$ cat config.mk
export PLATFORM = sky130hd
export DESIGN_NAME = link_phit_gearbox
export DESIGN_NICKNAME = d
export VERILOG_FILES = /design/src/rtl/link_gearbox_pkg.sv /design/src/rtl/link_gearbox_ctrl.sv /design/src/rtl/link_gearbox_dp.sv /design/src/rtl/link_phit_gearbox.sv
export SDC_FILE = /design/constraint.sdc
export NUM_CORES = 1
export LEC_CHECK = 0
export CORE_UTILIZATION = 31
export CTS_CLUSTER_SIZE = 16
export DETAILED_ROUTE_END_ITERATION = 16
export DONT_BUFFER_PORTS = 1
export SYNTH_ARGS = -nofsm -noshare
export SYNTH_HDL_FRONTEND = slang
export SYNTH_SLANG_ARGS = --single-unit
$ cat constraint.sdc
create_clock -name clk -period 4.2 [get_ports clk]
set_clock_uncertainty 0.2 [all_clocks]
set_input_delay 0 -clock clk [delete_from_list [all_inputs] [get_ports clk]]
set_output_delay 0 -clock clk [all_outputs]
set_load 0.05 [all_outputs]
$ cat src/rtl/link_gearbox_pkg.sv
package link_gearbox_pkg;

  // Strobes from the control unit to the datapath, one per cycle.
  typedef struct packed {
    logic txLoad;     // capture a new flit into the transmit shifter
    logic txShift;    // advance the transmit shifter by one phit
    logic rxShift;    // push the incoming phit into the gather register
    logic rxDeliver;  // incoming phit completes a flit
    logic pktEnd;     // delivered flit closes its packet
    logic pktErr;     // delivered flit violates framing
    logic alignErr;   // incoming phit dropped, no flit in progress
  } gear_strobe_t;

endpackage

$ cat src/rtl/link_gearbox_ctrl.sv
module link_gearbox_ctrl
  import link_gearbox_pkg::*;
#(
  parameter int PHITS      = 5,
  parameter int LONG_FLITS = 8
) (
  input  logic         clk,
  input  logic         rst_n,
  input  logic         txFlitValid,
  output logic         txReady,
  output logic         txPhitValid,
  output logic         txSof,
  input  logic         rxPhitValid,
  input  logic         rxSof,
  input  logic         rxHeadBit,
  input  logic         rxLenBit,
  output gear_strobe_t strobe
);

  localparam int CNT_W = $clog2(PHITS + 1);
  localparam int PH_W  = $clog2(PHITS);
  localparam int REM_W = $clog2(LONG_FLITS);

  logic [CNT_W-1:0] txLeft;     // phits of the current flit still on the wire
  logic [PH_W-1:0]  rxPhase;    // phits gathered of the current flit
  logic [REM_W-1:0] pktRemain;  // flits still owed by the open packet
  logic [REM_W-1:0] pktRemainNext;

  // Transmit pacing
  assign txReady     = (txLeft <= CNT_W'(1));
  assign txPhitValid = (txLeft != '0);
  assign txSof       = (txLeft == CNT_W'(PHITS));

  always_ff @(posedge clk) begin
    if (!rst_n)            txLeft <= '0;
    else if (strobe.txLoad) txLeft <= CNT_W'(PHITS);
    else if (txLeft != '0)  txLeft <= txLeft - CNT_W'(1);
  end

  // Receive phase and packet framing
  always_comb begin
    strobe           = '0;
    strobe.txLoad    = txFlitValid && txReady;
    strobe.txShift   = !strobe.txLoad && (txLeft != '0);
    strobe.rxShift   = rxPhitValid && (rxSof || rxPhase != '0);
    strobe.rxDeliver = rxPhitValid && !rxSof && (rxPhase == PH_W'(PHITS - 1));
    strobe.alignErr  = rxPhitValid && !rxSof && (rxPhase == '0);
    pktRemainNext    = pktRemain;
    if (strobe.rxDeliver) begin
      if (rxHeadBit) begin
        strobe.pktErr = (pktRemain != '0);
        strobe.pktEnd = !rxLenBit;
        pktRemainNext = rxLenBit ? REM_W'(LONG_FLITS - 1) : '0;
      end else if (pktRemain == '0) begin
        strobe.pktErr = 1'b1;
      end else begin
        strobe.pktEnd = (pktRemain == REM_W'(1));
        pktRemainNext = pktRemain - REM_W'(1);
      end
    end
  end

  always_ff @(posedge clk) begin
    if (!rst_n) begin
      rxPhase   <= '0;
      pktRemain <= '0;
    end else begin
      pktRemain <= pktRemainNext;
      if (rxPhitValid && rxSof)      rxPhase <= PH_W'(1);
      else if (strobe.rxDeliver)     rxPhase <= '0;
      else if (strobe.rxShift)       rxPhase <= rxPhase + PH_W'(1);
    end
  end

endmodule

$ cat src/rtl/link_gearbox_dp.sv
module link_gearbox_dp
  import link_gearbox_pkg::*;
#(
  parameter int PHIT_W = 14,
  parameter int PHITS  = 5,
  localparam int FLIT_W = PHIT_W * PHITS
) (
  input  logic              clk,
  input  logic              rst_n,
  input  gear_strobe_t      strobe,
  input  logic [FLIT_W-1:0] txFlit,
  output logic [PHIT_W-1:0] txPhit,
  input  logic [PHIT_W-1:0] rxPhit,
  output logic              rxFlitValid,
  output logic [FLIT_W-1:0] rxFlit,
  output logic              rxPktEnd,
  output logic              rxFrameErr,
  output logic              rxAlignErr
);

  logic [FLIT_W-1:0] txShreg;
  logic [FLIT_W-1:0] rxGather;
  logic [FLIT_W-1:0] rxGatherNext;

  assign txPhit       = txShreg[PHIT_W-1:0];
  // new phit enters at the top so the first phit ends in the lowest slice
  assign rxGatherNext = {rxPhit, rxGather[FLIT_W-1:PHIT_W]};

  always_ff @(posedge clk) begin
    if (!rst_n) begin
      txShreg     <= '0;
      rxGather    <= '0;
      rxFlit      <= '0;
      rxFlitValid <= 1'b0;
      rxPktEnd    <= 1'b0;
      rxFrameErr  <= 1'b0;
      rxAlignErr  <= 1'b0;
    end else begin
      if (strobe.txLoad)       txShreg <= txFlit;
      else if (strobe.txShift) txShreg <= {PHIT_W'(0), txShreg[FLIT_W-1:PHIT_W]};
      if (strobe.rxShift)      rxGather <= rxGatherNext;
      if (strobe.rxDeliver)    rxFlit <= rxGatherNext;
      rxFlitValid <= strobe.rxDeliver;
      rxPktEnd    <= strobe.pktEnd;
      rxFrameErr  <= strobe.pktErr;
      rxAlignErr  <= strobe.alignErr;
    end
  end

endmodule

$ cat src/rtl/link_phit_gearbox.sv
module link_phit_gearbox
  import link_gearbox_pkg::*;
#(
  parameter int PHIT_W     = 14,
  parameter int PHITS      = 5,
  parameter int DATA_W     = 64,
  parameter int CTRL_W     = 6,
  parameter int LONG_FLITS = 8,
  localparam int FLIT_W    = DATA_W + CTRL_W
) (
  input  logic              clk,
  input  logic              rst_n,
  input  logic              txFlitValid,
  input  logic [FLIT_W-1:0] txFlit,
  output logic              txReady,
  output logic              txPhitValid,
  output logic [PHIT_W-1:0] txPhit,
  output logic              txSof,
  input  logic              rxPhitValid,
  input  logic [PHIT_W-1:0] rxPhit,
  input  logic              rxSof,
  output logic              rxFlitValid,
  output logic [FLIT_W-1:0] rxFlit,
  output logic              rxPktEnd,
  output logic              rxFrameErr,
  output logic              rxAlignErr
);

  // Control bits sit in the last phit; their position inside that phit.
  localparam int HEAD_POS = DATA_W - PHIT_W * (PHITS - 1);
  localparam int LEN_POS  = HEAD_POS + 1;

  gear_strobe_t strobe;

  link_gearbox_ctrl #(
    .PHITS      (PHITS),
    .LONG_FLITS (LONG_FLITS)
  ) i_ctrl (
    .clk         (clk),
    .rst_n       (rst_n),
    .txFlitValid (txFlitValid),
    .txReady     (txReady),
    .txPhitValid (txPhitValid),
    .txSof       (txSof),
    .rxPhitValid (rxPhitValid),
    .rxSof       (rxSof),
    .rxHeadBit   (rxPhit[HEAD_POS]),
    .rxLenBit    (rxPhit[LEN_POS]),
    .strobe      (strobe)
  );

  link_gearbox_dp #(
    .PHIT_W (PHIT_W),
    .PHITS  (PHITS)
  ) i_dp (
    .clk         (clk),
    .rst_n       (rst_n),
    .strobe      (strobe),
    .txFlit      (txFlit),
    .txPhit      (txPhit),
    .rxPhit      (rxPhit),
    .rxFlitValid (rxFlitValid),
    .rxFlit      (rxFlit),
    .rxPktEnd    (rxPktEnd),
    .rxFrameErr  (rxFrameErr),
    .rxAlignErr  (rxAlignErr)
  );

endmodule

==> results of run 1 <==
## worst paths after layout
kind / start / slack, ns / endpoint
setup / recovery: i_ctrl.txLeft[0]$_SDFFE_PN0P_ / 0.97 / i_dp.txShreg[1]$_SDFFE_PN0P_
hold / removal: txFlit[26] / 0.02 / i_dp.txShreg[26]$_SDFFE_PN0P_
setup reg to reg: i_ctrl.txLeft[0]$_SDFFE_PN0P_ / 0.97 / i_dp.txShreg[1]$_SDFFE_PN0P_
hold reg to reg: i_dp.rxGather[21]$_SDFFE_PN0P_ / 0.25 / i_dp.rxFlit[7]$_SDFFE_PN0P_
## metal layers
| metal | part of all wire, % | routed length, µm | up-vias |
|---|---|---|---|
| met3 | 7.3 | 1870 | 69 |
| met4 | 3.6 | 937 | 2 |
| met1 | 42 | 10800 | 3647 |
| met2 | 47 | 12200 | 222 |
| li1 | - | - | 3772 |
| met5 | 0.050 | 13 | - |
## report_power, final
part | leakage [nW] | switching, mW | internal (mW)
combinational | 2.31 | 0.807 | 0.879
clock | 0.355 | 0.804 | 1.16
sequential | 1.70 | 0.294 | 2.20
## worst max-delay path, cell delays in order, from the launching register on
cell,delay [ns]
dfxtp_1,0.35
inv_1,0.07
ha_1,0.17
ha_2,0.39
buf_4,0.69
mux2_2,0.41
nand2_1,0.09
mux2i_1,0.09
dlygate4sd3_1,0.59
## per-stage QoR
| step | instance area (µm²) | hold slack, ns | worst slack (ns) |
|---|---|---|---|
| after detailed placement | 8830 | -0.116 | 1.66 |
| final | 11800 | 0.0162 | 0.966 |
| after global placement | 8830 | -0.118 | 1.69 |
| after CTS | 11800 | 0.000925 | 1.02 |
| after floorplan | 8810 | -0.124 | 2.29 |
| after global routing | 11800 | 0.0131 | 0.837 |
## cells in the mapped netlist
library cell	number	area [µm²]
mux2i_1	70	701
buf_1	8	30.0
xnor2_1	1	8.76
nand4b_1	1	8.76
o21ba_2	1	10.0
nand2_1	270	1010
nand3_1	73	365
and2_1	1	6.26
a41oi_1	1	8.76
nor3_1	3	15.0
clkinv_1	1	3.75
mux2_2	56	631
buf_4	18	135
dfxtp_1	209	4180
o21ai_0	46	230
inv_1	13	48.8
nor3b_2	1	12.5
a21oi_1	133	666
a31oi_1	1	6.26
nor4b_1	1	8.76
o21ai_1	17	85.1
buf_2	29	145
and4b_1	1	10.0
a2111o_1	2	22.5
nor2_1	7	26.3
or3b_1	1	8.76
clkbuf_1	40	150
nor3b_1	3	22.5
ha_1	10	125
o21a_1	2	15.0
buf_6	7	78.8
nor2b_1	3	18.8
or4_1	1	7.51
## flip-flops by register name, summed over array words and instances (netlist names)
register / flops
i_ctrl.pktRemain: 3
i_ctrl.rxPhase: 3
i_ctrl.txLeft: 3
i_dp.rxAlignErr: 1
i_dp.rxFlit: 70
i_dp.rxFlitValid: 1
i_dp.rxFrameErr: 1
i_dp.rxGather: 56
i_dp.rxPktEnd: 1
i_dp.txShreg: 70
## repair_timing
item	4_1_cts	5_1_grt
hold buffers	222	0
resized for setup	0	0
endpoints found under the hold margin	186	0
## cells by family (layout without fill, tap and decap cells)
| kind of cell | Yosys count | count (layout) | synth area share, % |
|---|---|---|---|
| buf+inv | 116 | 285 | 6.72 |
| simple gates | 366 | 366 | 17.3 |
| fa+ha+maj | 10 | 10 | 1.42 |
| mux | 126 | 126 | 15.1 |
| other cells | 0 | 1 | 0 |
| flops | 209 | 209 | 47.5 |
| compound gates | 203 | 203 | 11.8 |
| xor+xnor | 1 | 1 | 0.0994 |
## cell type report
type	instances	area [µm²]
antenna	1	2.50
fill	2667	16000
tap	378	473
timing repair buffer	230	2330
clock buffer	36	674
clock inverter	5	56.3
inverter	14	55.1
multi-input combinational	706	4050
sequential	209	4180
## layout by cell type, fill, tap and decap left out, drive strengths merged, types with 3 or more instances in the layout
cell type	count
nand2	270
nor3b	4
a21oi	133
dlygate4sd3	220
mux2i	70
nor2b	3
buf	10
dfxtp	209
nor2	7
inv	15
nor3	3
ha	10
mux2	56
o21ai	63
clkbuf	36
nand3	73
==> run_results.csv, run 1 <==
group,metric,value,unit
status,status,"finished, final reports clean",
detailed_routing,drt_iter0_markers,491,
worst_hold_path,holdPathStages,3,
placed_design,place_congestion,0.762,
setup_path,reg2reg_depth,8,
synthesis,yosysWarnings,0,
finish,nets,1283,
finish,area_growth,34.2,%
pwr,ir_drop,0.000307,V
sta,rsz0062_at_grt,"false",
grt,grt-ovfl-total,0,
pwr,p_leak,4.36,nW
placed_design,io_buffer_count,0,
floorplan,die_y,171,µm
pwr,power_density,520,nW/µm²
clock_tree,clk_pin_slew,0.06,ns
grt,grtUsageMet3,4.93,%
clock_tree,post_cts_buffers,0,
sta,finalCritPeriodShare,77.0,%
sta,fmax,309,MHz
finish,drive_above_1_share,8.83,%
detailed_routing,drtAntennaViolNets,0,
detailed_routing,dr.pass1.iters,4,
setup_path,startpoint_type,"register",
detailed_routing,vias,7712,
floorplan,die_w,171,µm
setup_path,cp.required,4.38,ns
detailed_routing,wirelength,25.8,mm
sta,relSlewSlack,34.4,%
pwr,total_power,6.14,mW
sta,final_hold_viol_count,0,
grt,grt_pass1_wl,40.5,mm
clock_tree,root_buffer,"clkbuf_16",
grt,antenna_found_initial,2,
setup_path,endpoint_kind,"register",
floorplan,io_pins,180,
clock_tree,clockBufferDepth,3,
floorplan,core,27900,µm²
setup_path,worst-setup-path-type,"register to register",
synthesis,synth_area,8810,µm²
clock_tree,cts_buffers,23,
sta,slew_viol_final,0,
clock_tree,clk_latency,0.51,ns
clock_tree,clock-sinks,209,
floorplan,rows,61,
clock_tree,cts_tree,"yes",
detailed_routing,drt-vias-per-instance,4.88,
sta,final-setup-viol-count,0,
grt,gr-usage-met2,29.4,%
job,drv_cap,0,
setup_path,crit_arrival,3.41,ns
worst_hold_path,hold_class,"input port to register",
synthesis,syn_avg_cell_area,8.54,µm²
floorplan,die-area,29100,µm²
grt,grt_max_degree,141,
grt,grt_busiest_layer,"met2",
finish,final_cell_count_no_fill,1579,
floorplan,initial_utilization,31.6,%
detailed_routing,wl_per_cell,16.3,µm
setup_path,critical_path_peak_fanout,60,
detailed_routing,drc,0,
sta,worstMarginPinSlew,0.980,ns
synthesis,syn_nets,1130,
grt,track_usage,17.3,%
clock_tree,htree_levels,1,
grt,grt.met1_usage,20.2,%
synthesis,synth_cells,1031,
placed_design,hpwl,13.3,mm
synthesis,ys_ff_latch,209,
finish,fin_util,42.4,%
synthesis,seq_area_frac_synth,47.5,%
sta,finalCriticalPeriod,3.23,ns
placed_design,post-place-cells,1315,
synthesis,synth.distinct_cells,33,
grt,grt_pass1_vias,7743,
sta,fin_tns_setup,0,ns
Note: power is estimated with default switching activity, not from simulation.
==> run 2, diff against run 1 <==
==> constraint.sdc (replaced) <==
create_clock -name clk -period 3.3 [get_ports clk]
set_clock_uncertainty 0.2 [all_clocks]
set_input_delay 0 -clock clk [delete_from_list [all_inputs] [get_ports clk]]
set_output_delay 0 -clock clk [all_outputs]
set_load 0.05 [all_outputs]
==> run_results.csv, run 2 (same netlist as run 1, synthesis figures left out) <==
group,metric,value,unit
status,status,"finished, final reports clean",
clock_tree,root_buffer,"clkbuf_16",
grt,antenna_found_initial,3,
finish,drive_above_1_share,9.65,%
detailed_routing,drt_iter0_markers,514,
setup_path,critical_path.n_buffers_inverters,3,
sta,fin_tns_setup,0,ns
detailed_routing,drtAntennaViolNets,0,
grt,grt-ovfl-total,0,
clock_tree,clock-sinks,209,
grt,grt_pass1_wl,44.4,mm
clock_tree,clk_pin_slew,0.06,ns
setup_path,cp.required,3.56,ns
finish,fillers,2596,
pwr,power_density,666,nW/µm²
finish,layout_commonest_cell,"nand2_1",
clock_tree,post_cts_buffers,0,
sta,finalWorstSetupSlack,0.268,ns
setup_path,critical_path_depth,7,
sta,worstMarginPinSlew,1.18,ns
floorplan,die_y,171,µm
setup_path,startpoint_type,"register",
floorplan,rows,61,
setup_path,cpPeakStageDelay,0.64,ns
finish,area_growth,40.5,%
grt,grt_pass1_vias,8274,
finish,top_regs,"i_dp.rxFlit (70), i_dp.txShreg (70), i_dp.rxGather (56)",
worst_hold_path,holdPathStages,5,
floorplan,core,27900,µm²
sta,fmax,330,MHz
setup_path,endpoint_kind,"register",
grt,track_usage,19.3,%
detailed_routing,drt-vias-per-instance,4.91,
placed_design,pre_cts_ws,0.969,ns
placed_design,hpwl,13.8,mm
placed_design,io_buffer_count,0,
sta,slew_viol_final,0,
sta,finalCriticalPeriod,3.03,ns
clock_tree,clockBufferDepth,3,
finish,regArea,4180,µm²
finish,nets,1325,
detailed_routing,dr.pass1.iters,5,
clock_tree,clk_latency,0.52,ns
grt,grt_max_degree,101,
pwr,ir_drop,0.000348,V
setup_path,crit_arrival,3.29,ns
sta,final-setup-viol-count,0,
setup_path,critPathSlowestCell,"and4b_2",
sta,finalCritPeriodShare,91.9,%
floorplan,io_pins,180,
detailed_routing,wirelength,28.4,mm
job,drv_cap,0,
sta,rsz0062_at_grt,"false",
setup_path,path_common_cell,"dlygate4sd3_1",
detailed_routing,vias,7991,
setup_path,reg2reg_depth,7,
setup_path,critical_path_peak_fanout,26,
floorplan,die-area,29100,µm²
floorplan,die_w,171,µm
clock_tree,htree_levels,1,
sta,final_hold_viol_count,0,
setup_path,worst-setup-path-type,"register to register",
placed_design,place_congestion,0.773,
clock_tree,cts_tree,"yes",
clock_tree,cts_buffers,25,
worst_hold_path,hold_class,"input port to register",
finish,final_cell_mix,"nand2_1, dlygate4sd3_1, dfxtp_1, a21oi_1, nand3_1",
floorplan,initial_utilization,31.6,%
detailed_routing,drc,0,
finish,multiInputGateArea,4050,µm²
sta,relSlewSlack,21.4,%
setup_path,crit_chain,"inv_1 > ha_1 > and4b_2 > nand2_1 > dlygate4sd3_1 > a21oi_1 > dlygate4sd3_1",
pwr,p_leak,4.59,nW
detailed_routing,wl_per_cell,17.5,µm
setup_path,cp_top_family,"buffers and inverters",
-- run 2: cell types whose count changed in the layout (fill, tap and decap cells not counted), moves of 3 or more --
cell / previous run / this run
clkbuf_8: 5 / 8
buf_12: 1 / 4
clkbuf_1: 8 / 4
diode_2: 1 / 4
dlygate4sd3_1: 220 / 254
-- run 2: layout make-up --
class                   instances  area share, %
repair buffers                270           22.4
inverters                      14          0.445
clock inverters                 8          0.677
flip-flops and latches        209           33.8
well taps                     378           3.82
diodes                          4         0.0809
clock buffers                  37           6.07
multi-input cells             706           32.7
-- run 2: path summary, 6_finish.rpt --
kind	start	end	slack, ns
min reg2reg	i_dp.rxGather[17]$_SDFFE_PN0P_	i_dp.rxFlit[3]$_SDFFE_PN0P_	0.24
max	i_ctrl.rxPhase[0]$_SDFFE_PN0P_	i_dp.rxFlit[58]$_SDFFE_PN0P_	0.27
max reg2reg	i_ctrl.rxPhase[0]$_SDFFE_PN0P_	i_dp.rxFlit[58]$_SDFFE_PN0P_	0.27
min	rst_n	i_ctrl.rxPhase[1]$_SDFFE_PP0P_	0.02
-- run 2: stage by stage --
stage	instances	hold slack [ns]	util, %	power, mW	instance area, µm²
floorplan	1031	-0.124	-	4.71	8810
global placement	1319	-0.119	31.9	4.82	8890
detailed placement	1319	-0.118	31.9	4.86	8890
CTS	1622	0.00370	44.4	8.15	12400
global route	1625	0.0328	44.4	8.58	12400
finish	1626	0.0152	44.4	8.24	12400
-- run 2: repair_timing --
item	in CTS	in global routing
resized for setup	0	0
hold buffers	258	0
hold endpoints to repair	209	0
-- run 2: worst reg2reg max path: stages (launching register included) --
cell and delay (ns):
dfxtp_1 0.33, inv_1 0.07, ha_1 0.27, and4b_2 0.64
nand2_1 0.13, dlygate4sd3_1 0.58, a21oi_1 0.17, dlygate4sd3_1 0.59
-- run 2: per-layer routing --
metal | vias to the layer above | wire length [µm] | track usage, %
met5 | - | 0 | 0
met4 | 0 | 1060 | 8.30
met3 | 84 | 2040 | 4.79
met2 | 267 | 13500 | 33.0
met1 | 3782 | 11800 | 22.7
li1 | 3858 | - | -
-- run 2: report_power, final --
group          total (mW)  switching (mW)  internal [mW]
Sequential           3.18           0.387           2.80
Clock                2.78            1.12           1.66
Combinational        2.28            1.08           1.20
Total                8.24            2.59           5.65
